$ cat src/rtl/pcm_port_pkg.sv
package pcm_port_pkg;
    typedef struct packed {
        logic thru;
        logic alt;
        logic tx_en;
    } pcm_cfg_t;
endpackage

$ cat src/rtl/pcm_in_sync.sv
module pcm_in_sync #(
    parameter int W      = 4,
    parameter int STAGES = 2
) (
    input  logic         clk,
    input  logic         rst_n,
    input  logic [W-1:0] din,
    output logic [W-1:0] dout
);
    logic [W-1:0] stg_d [STAGES];
    logic [W-1:0] stg_q [STAGES];

    always_comb begin
        stg_d[0] = din;
        for (int k = 1; k < STAGES; k++) begin
            stg_d[k] = stg_q[k-1];
        end
    end

    generate
        for (genvar g = 0; g < STAGES; g++) begin : g_stage
            always_ff @(posedge clk or negedge rst_n) begin
                if (!rst_n) stg_q[g] <= '0;
                else        stg_q[g] <= stg_d[g];
            end
        end
    endgenerate

    assign dout = stg_q[STAGES-1];
endmodule

$ cat src/rtl/pcm_framer.sv
module pcm_framer
    import pcm_port_pkg::*;
#(
    parameter int WORD_W = 8,
    parameter int THRU_W = 4
) (
    input  logic              clk,
    input  logic              rst_n,
    input  logic              bclk_s,
    input  logic              fs_s,
    input  logic              pri_s,
    input  logic              sec_s,
    input  pcm_cfg_t          cfg,
    input  logic [WORD_W-1:0] tx_word,
    output logic              active,
    output pcm_cfg_t          mode,
    output logic              tx_bit,
    output logic [WORD_W-1:0] rx_word,
    output logic              rx_strobe
);
    localparam int CNT_W = $clog2(WORD_W);
    localparam int PAD_W = WORD_W - THRU_W;

    typedef struct packed {
        logic              bclk_last;
        logic              fs_last;
        logic              active;
        logic [CNT_W-1:0]  cnt;
        pcm_cfg_t          mode;
        logic [WORD_W-1:0] tx_sh;
        logic [WORD_W-1:0] rx_sh;
        logic [THRU_W-1:0] fwd;
        logic              strobe;
        logic [WORD_W-1:0] rx_word;
    } frm_st_t;

    frm_st_t st_d, st_q;
    logic rise, fall, start, bit_in;
    logic [CNT_W-1:0]  last_idx;
    logic [WORD_W-1:0] rx_next;

    always_comb begin
        rise     = bclk_s & ~st_q.bclk_last;
        fall     = ~bclk_s & st_q.bclk_last;
        start    = rise & fs_s & ~st_q.fs_last;
        bit_in   = st_q.mode.alt ? sec_s : pri_s;
        last_idx = st_q.mode.thru ? CNT_W'(THRU_W - 1) : CNT_W'(WORD_W - 1);
        rx_next  = {st_q.rx_sh[WORD_W-2:0], bit_in};

        st_d           = st_q;
        st_d.strobe    = 1'b0;
        st_d.bclk_last = bclk_s;

        if (rise) begin
            st_d.fs_last = fs_s;
            if (start) begin
                st_d.active = 1'b1;
                st_d.cnt    = '0;
                st_d.mode   = cfg;
                st_d.tx_sh  = cfg.thru ? {st_q.fwd, {PAD_W{1'b0}}} : tx_word;
            end else if (st_q.active) begin
                if (st_q.cnt == last_idx) begin
                    st_d.active = 1'b0;
                end else begin
                    st_d.cnt   = st_q.cnt + CNT_W'(1);
                    st_d.tx_sh = {st_q.tx_sh[WORD_W-2:0], 1'b0};
                end
            end
        end

        if (fall && st_q.active) begin
            st_d.rx_sh = rx_next;
            if (st_q.cnt == last_idx) begin
                if (st_q.mode.thru) begin
                    st_d.fwd = rx_next[THRU_W-1:0];
                end else begin
                    st_d.strobe  = 1'b1;
                    st_d.rx_word = rx_next;
                end
            end
        end
    end

    always_ff @(posedge clk or negedge rst_n) begin
        if (!rst_n) st_q <= '0;
        else        st_q <= st_d;
    end

    assign active    = st_q.active;
    assign mode      = st_q.mode;
    assign tx_bit    = st_q.tx_sh[WORD_W-1];
    assign rx_word   = st_q.rx_word;
    assign rx_strobe = st_q.strobe;

    // Pass-through words never run past the short length
    p_cnt_range_r6: assert property (@(posedge clk) disable iff (!rst_n)
        (st_q.active && st_q.mode.thru) |-> (st_q.cnt <= CNT_W'(THRU_W - 1)));
    p_strobe_pulse_r2: assert property (@(posedge clk) disable iff (!rst_n)
        st_q.strobe |=> !st_q.strobe);
    p_no_strobe_thru_r6: assert property (@(posedge clk) disable iff (!rst_n)
        st_q.strobe |-> !st_q.mode.thru);
    p_shift_hold_r1: assert property (@(posedge clk) disable iff (!rst_n)
        !rise |=> $stable(st_q.tx_sh));
    p_restart_r8: assert property (@(posedge clk) disable iff (!rst_n)
        start |=> (st_q.active && st_q.cnt == '0));
endmodule

$ cat src/rtl/pcm_pin_drive.sv
module pcm_pin_drive
    import pcm_port_pkg::*;
(
    input  logic     clk,
    input  logic     rst_n,
    input  logic     active,
    input  pcm_cfg_t mode,
    input  logic     tx_bit,
    output logic     out_a,
    output logic     out_a_oe,
    output logic     out_b,
    output logic     out_b_oe
);
    always_comb begin
        out_a    = tx_bit;
        out_b    = tx_bit;
        out_a_oe = 1'b0;
        out_b_oe = 1'b0;
        if (active) begin
            if (mode.thru) begin
                out_a_oe = ~mode.alt;
                out_b_oe = mode.alt;
            end else begin
                out_a_oe = mode.tx_en;
            end
        end
    end

    p_excl_r7: assert property (@(posedge clk) disable iff (!rst_n)
        !(out_a_oe && out_b_oe));
    p_idle_quiet_r3: assert property (@(posedge clk) disable iff (!rst_n)
        $fell(active) |-> (!out_a_oe && !out_b_oe));
endmodule

$ cat src/rtl/pcm_bypass_port.sv
module pcm_bypass_port
    import pcm_port_pkg::*;
#(
    parameter int WORD_W      = 8,
    parameter int THRU_W      = 4,
    parameter int SYNC_STAGES = 2
) (
    input  logic              clk,
    input  logic              rst_n,
    input  logic              ser_clk,
    input  logic              ser_sync,
    input  logic              ser_in_pri,
    input  logic              ser_in_sec,
    input  logic              cfg_thru,
    input  logic              cfg_alt_sel,
    input  logic              cfg_tx_en,
    input  logic [WORD_W-1:0] tx_word,
    output logic [WORD_W-1:0] rx_word,
    output logic              rx_strobe,
    output logic              ser_out_a,
    output logic              ser_out_a_oe,
    output logic              ser_out_b,
    output logic              ser_out_b_oe
);
    logic [3:0] raw_in, syn_in;
    logic       active, tx_bit;
    pcm_cfg_t   cfg_in, mode;

    assign raw_in = {ser_in_sec, ser_in_pri, ser_sync, ser_clk};
    assign cfg_in = '{thru: cfg_thru, alt: cfg_alt_sel, tx_en: cfg_tx_en};

    pcm_in_sync #(.W(4), .STAGES(SYNC_STAGES)) u_sync (
        .clk(clk), .rst_n(rst_n), .din(raw_in), .dout(syn_in)
    );

    pcm_framer #(.WORD_W(WORD_W), .THRU_W(THRU_W)) u_framer (
        .clk(clk), .rst_n(rst_n),
        .bclk_s(syn_in[0]), .fs_s(syn_in[1]), .pri_s(syn_in[2]), .sec_s(syn_in[3]),
        .cfg(cfg_in), .tx_word(tx_word),
        .active(active), .mode(mode), .tx_bit(tx_bit),
        .rx_word(rx_word), .rx_strobe(rx_strobe)
    );

    pcm_pin_drive u_drive (
        .clk(clk), .rst_n(rst_n), .active(active), .mode(mode), .tx_bit(tx_bit),
        .out_a(ser_out_a), .out_a_oe(ser_out_a_oe),
        .out_b(ser_out_b), .out_b_oe(ser_out_b_oe)
    );
endmodule

$ cat config.mk
export PLATFORM = sky130hd
export DESIGN_NAME = pcm_bypass_port
export DESIGN_NICKNAME = d
export VERILOG_FILES = /design/src/rtl/pcm_port_pkg.sv /design/src/rtl/pcm_in_sync.sv /design/src/rtl/pcm_framer.sv /design/src/rtl/pcm_pin_drive.sv /design/src/rtl/pcm_bypass_port.sv
export SDC_FILE = /design/constraint.sdc
export NUM_CORES = 1
export LEC_CHECK = 0
export CAP_MARGIN = 20
export CORE_MARGIN = 1
export CORE_UTILIZATION = 52
export DETAILED_ROUTE_END_ITERATION = 10
export PLACE_DENSITY = 0.88
export SYNTH_ARGS = -nofsm -noshare
export SYNTH_HDL_FRONTEND = slang
export SYNTH_SLANG_ARGS = --single-unit
$ cat constraint.sdc
create_clock -name clk -period 2.1 [get_ports clk]
set_input_delay 0.42 -clock clk [delete_from_list [all_inputs] [get_ports clk]]
set_output_delay 0.42 -clock clk [all_outputs]
set_load 0.01 [all_outputs]
Word level (Yosys, flattened, before mapping)
Cells that the tools add are included.
{"block": "totals", "register_bits": 45, "in_bits": 17, "out_inout_bits": 13, "wordCells": 49}
{"block": "op_classes", "eq_ne": 2, "n_addsub": 1, "bitwise": 9, "muxes": 17, "n_reduce_logical": 6}
{"op": "2-to-1 mux 8 bit", "count": 4}
{"op": "2-to-1 mux 9 bit", "count": 3}
{"op": "AND reduction 3 bit", "count": 3}
{"op": "2-to-1 mux 4 bit", "count": 2}
{"op": "2-to-1 mux 1 bit", "count": 6}
{"op": "2-to-1 mux 3 bit", "count": 2}
{"op": "inverter 1 bit", "count": 5}
{"op": "bitwise AND 1 bit", "count": 4}
{"op": "adder 3 x 1 -> 3 bit (second input constant)", "count": 1}
{"op": "equality test 3 bit", "count": 1}
{"op": "inequality test 2 x 1 -> 1 bit (second input constant)", "count": 1}
{"op": "AND reduction 2 bit", "count": 1}
{"op": "nonzero test 2 bit", "count": 1}
{"op": "logical AND 1 bit", "count": 1}

Logic depth before layout (Yosys ltp)
{"block": "logic_depth", "ltp_word": 6, "depth_mapped": 7, "depth_no_buf": 4}

Hierarchy
A second synthesis with hierarchy kept.
{"block": "unflattened", "hier_cells": 150, "area_unflattened_um2": 1911.8}
{"mod": "pcm_framer", "instances": 1, "cells_each": 136, "seq_area_each_um2": 925.9, "area_per_inst_um2": 1657.8}
{"mod": "pcm_in_sync", "instances": 1, "cells_each": 8, "seq_area_each_um2": 200.2, "area_per_inst_um2": 200.2}
{"mod": "pcm_pin_drive", "instances": 1, "cells_each": 6, "seq_area_each_um2": 0.0, "area_per_inst_um2": 53.8}

Worst setup path before layout
No wires, ideal clock.
{"block": "synth_path", "path_type": "register -> register", "startpoint": "register u_framer.st_q[32] (netlist bit)", "endpoint": "register u_framer.st_q, in the netlist u_framer.rx_word[0]", "t_required_ns": 1.975, "path_slack_ns": 0.597, "setup_ns": 0.125, "arrival_time_ns": 1.378, "stages_incl_launch_ff": 6, "n_path_buf": 1, "synth_period_minus_slack_ns": 1.503, "cell_sequence": "dfrtp_1 -> ha_1 -> nand4b_1 -> nor3b_1 -> buf_2 -> mux2_2"}
{"block": "synth_via", "elab_chain_len": 2}
{"element": "from (decl)", "line": "pcm_framer.sv:37", "source": "frm_st_t st_d, st_q;"}
{"element": "from (signal assigned)", "line": "pcm_framer.sv:86", "source": "else st_q <= st_d;"}
{"element": "equality test 3 bit", "line": "pcm_framer.sv:73", "source": "if (st_q.cnt == last_idx) begin"}
{"element": "AND reduction 3 bit (no source line)"}
Every way passes these cells.
A chain may end at the register's enable or synchronous reset.

Worst setup path after layout
{"block": "layout_path", "startpoint": "register u_framer.st_q, in the netlist u_framer.mode[2]", "endpoint": "output port ser_out_b_oe"}
{"block": "layout_via", "elab_chain_len": 2}
{"element": "2-to-1 mux 1 bit", "line": "pcm_pin_drive.sv:20", "source": "if (mode.thru) begin"}
{"element": "2-to-1 mux 1 bit", "line": "pcm_pin_drive.sv:19", "source": "if (active) begin"}
{"element": "to (decl)", "line": "pcm_bypass_port.sv:23", "source": "output logic ser_out_b_oe"}
Every way passes these cells.

==> flow_summary.yaml <==
timing:
  fin_crit_sh_pct: 96.06
  layout_min_cycle_time_ps: 2017
  setup_viol: 0
  fin_skew_ps: 16.34
  drv_slew: 0
  setup_tns_ps: 0
  hold_violations: 0
  setup_slack_ps: 82.69
  relSlewSlack_pct: 49.39
  worstMarginPinSlew_ps: 759.1
  whs_ps: 116.5
  fmax_ghz: 0.4957
  rsz0062_at_grt: "no"
worst_setup_path:
  reg2regPathDepth: 6
  cp_num_buf_inv: 2
  slowest_delay_ps: 530
  crit-reg2reg-launch: "u_framer.mode[2]"
  crit_start: "u_framer.mode[2]"
  crit_chain: "buf_4, and3_1, clkdlybuf4s50_1"
  crit_path_max_fanout: 4
  r2r-end: "u_framer.st_q[25]"
  crit_required_ps: 1680
  crit_path_end: "ser_out_b_oe"
  cp_slowest_cell: "clkdlybuf4s50_1"
  startpoint_type: "register"
  crit_arrival_ps: 1600
  critical_path.top_delay_family: "buffers and inverters"
  cp.depth: 3
  rrSetupSlack_ps: 220
  end_kind: "primary output"
  path_class: "register to primary output"
logic_synthesis:
  synthArstFlopShare_pct: 100.0
  syn_nets: 161
  synthCells: 143
  ys_ff_latch: 45
  netlist.area_leader.share_pct: 59.09
  synth_ff_type: "dfrtp_1"
  syn_area_per_cell_um2: 13.33
  synth_top_area_cell: "dfrtp_1"
  netlist_area_um2: 1906
  yosysSeqAreaShare_pct: 59.09
  yosys-top-cells-area: "dfrtp_1 59%, mux2_2 12%, mux2i_1 4.2%, buf_4 3.5%, a21oi_1 2.9%"
  synth-edff-count: 0
  yosysUniqueCellTypes: 30
  yosysWarnings: 0
finish:
  nets: 188
  syn2layout_area_growth_pct: 17.01
  stdcell_area_um2: 2230
  diodes: 0
  layout-drive-gt1-share_pct: 23.53
  mostFrequentLayoutCells: "45 x dfrtp_1, 27 x clkdlybuf4s50_1, 21 x mux2_2"
  final_common_cell: "dfrtp_1"
  utilization_pct: 65.27
global_route:
  grt_antenna_before_repair: 0
  grt_usage_pct: 18.76
  grt_overflow: 0
  grt_max_degree: 37
  grt_pass1_wl_um: 5602
  grt_pass1_vias: 1179
floorplanning:
  die_w_um: 62.54
  coreArea_um2: 3416
  dieHeight_um: 62.54
  die_area_um2: 3911
  rows: 21
  pin_count: 30
  initial_utilization_pct: 55.79
worst_hold_path:
  min_path_type: "input pin to async pin"
power_and_ir_drop:
  max-vdd-ir-drop_mv: 0.5577
  p_leak_uw: 0.001011
  p_per_area_nw_per_um2: 962.6
route:
  via_per_inst: 5.269
  num_vias: 1138
  first_iter_violations: 43
  dr.pass1.iters: 4
  drc: 0
  totalWireLength_um: 3251
  wl_per_cell_um: 15.05
  detail-route-antenna-nets: 0
clock_network:
  cts_tree: "built"
  htreeDepth: 2
  clock_latency_ps: 350
  path_clk_slew_ps: 120
  clock-sinks: 45
  postCtsHoldBufs: 0
  numCtsBuffers: 5
  clock_path_buffers: 2
  root_buffer: "clkbuf_4"
flow_run:
  max_cap_violations: 0
place:
  gp_congestion: 0.7750
  dp_hpwl_um: 2261
  placed_cell_area_um2: 2157
  dp_slack_ps: 352.9
  port_buffers: 29
run_status:
  outcome: "finished clean"
-- cell usage after synthesis, types with 3 or more instances --
library cell,n
mux2i_1,8
inv_1,4
a211oi_1,3
a21oi_1,11
nor2_1,4
mux2_2,21
buf_4,9
nor2b_1,4
buf_6,4
dfrtp_1,45
nand2_1,9
-- state kept, by name (all words and copies together) (netlist names) --
name and count:
u_framer.rx_strobe 1, u_framer.rx_word 8, u_sync.dout 4, u_framer.mode 3
u_framer.rx_next 7, u_framer.st_q 16, u_sync.stg_d 4, u_framer.active 1
u_framer.tx_bit 1
-- area by class of cell --
type | instances | area (µm²)
Fill cell | 285 | 1186
Sequential cell | 45 | 1126
Multi-Input combinational cell | 79 | 643.1
Timing Repair Buffer | 35 | 332.8
Tap cell | 46 | 57.56
Clock buffer | 7 | 55.05
Inverter | 4 | 15.01
-- how the worst min path moves through the flow --
stage                            end  slack (ps)  cells after the start
finish              u_framer.mode[0]         120                      1
global route        u_framer.mode[1]         160                      1
CTS                 u_framer.mode[0]         140                      1
detailed placement    u_sync.dout[3]         340                      0
global placement      u_sync.dout[2]         330                      0
floorplan            u_framer.active         120                      0
-- where the power goes --
group	switching, µW	internal, µW	leakage (µW)
registers	160	1080	0.000567
clock network	253	158	0.0000314
logic	203	289	0.000413
total	616	1530	0.00101
-- cells by family (layout without fill, tap and decap cells) --
| logic type | Yosys count | after routing | synth area share (%) |
|---|---|---|---|
| and+or+nand+nor | 26 | 26 | 7.879 |
| muxes | 29 | 29 | 16.61 |
| AOI/OAI and AO/OA | 21 | 21 | 7.682 |
| xor gates and xnor gates | 2 | 2 | 0.9194 |
| buffers and inverters | 19 | 46 | 7.156 |
| adders and majority gates | 1 | 1 | 0.6565 |
| DFF | 45 | 45 | 59.09 |
-- metal layers --
| metal | vias to the layer above | share of wire [%] | track usage, % |
|---|---|---|---|
| met5 | - | 0 | 0 |
| met4 | 0 | 1.4 | 5.233 |
| met1 | 558 | 45 | 24.66 |
| met3 | 5 | 6.1 | 6.934 |
| li1 | 539 | - | - |
| met2 | 36 | 48 | 29.21 |
-- metrics by stage --
stage                     power [µW]  cells
after floorplan                 1552    143
after global placement          1695    207
after detailed placement        1744    207
after CTS                       2156    214
after global routing            2293    216
final                           2146    216
-- timing repair --
item | 4_1_cts | 5_1_grt
buffers inserted | 0 | 2
setup endpoints to repair | 0 | 1
resized for setup | 0 | 1
(Power assumes the default switching activity.)
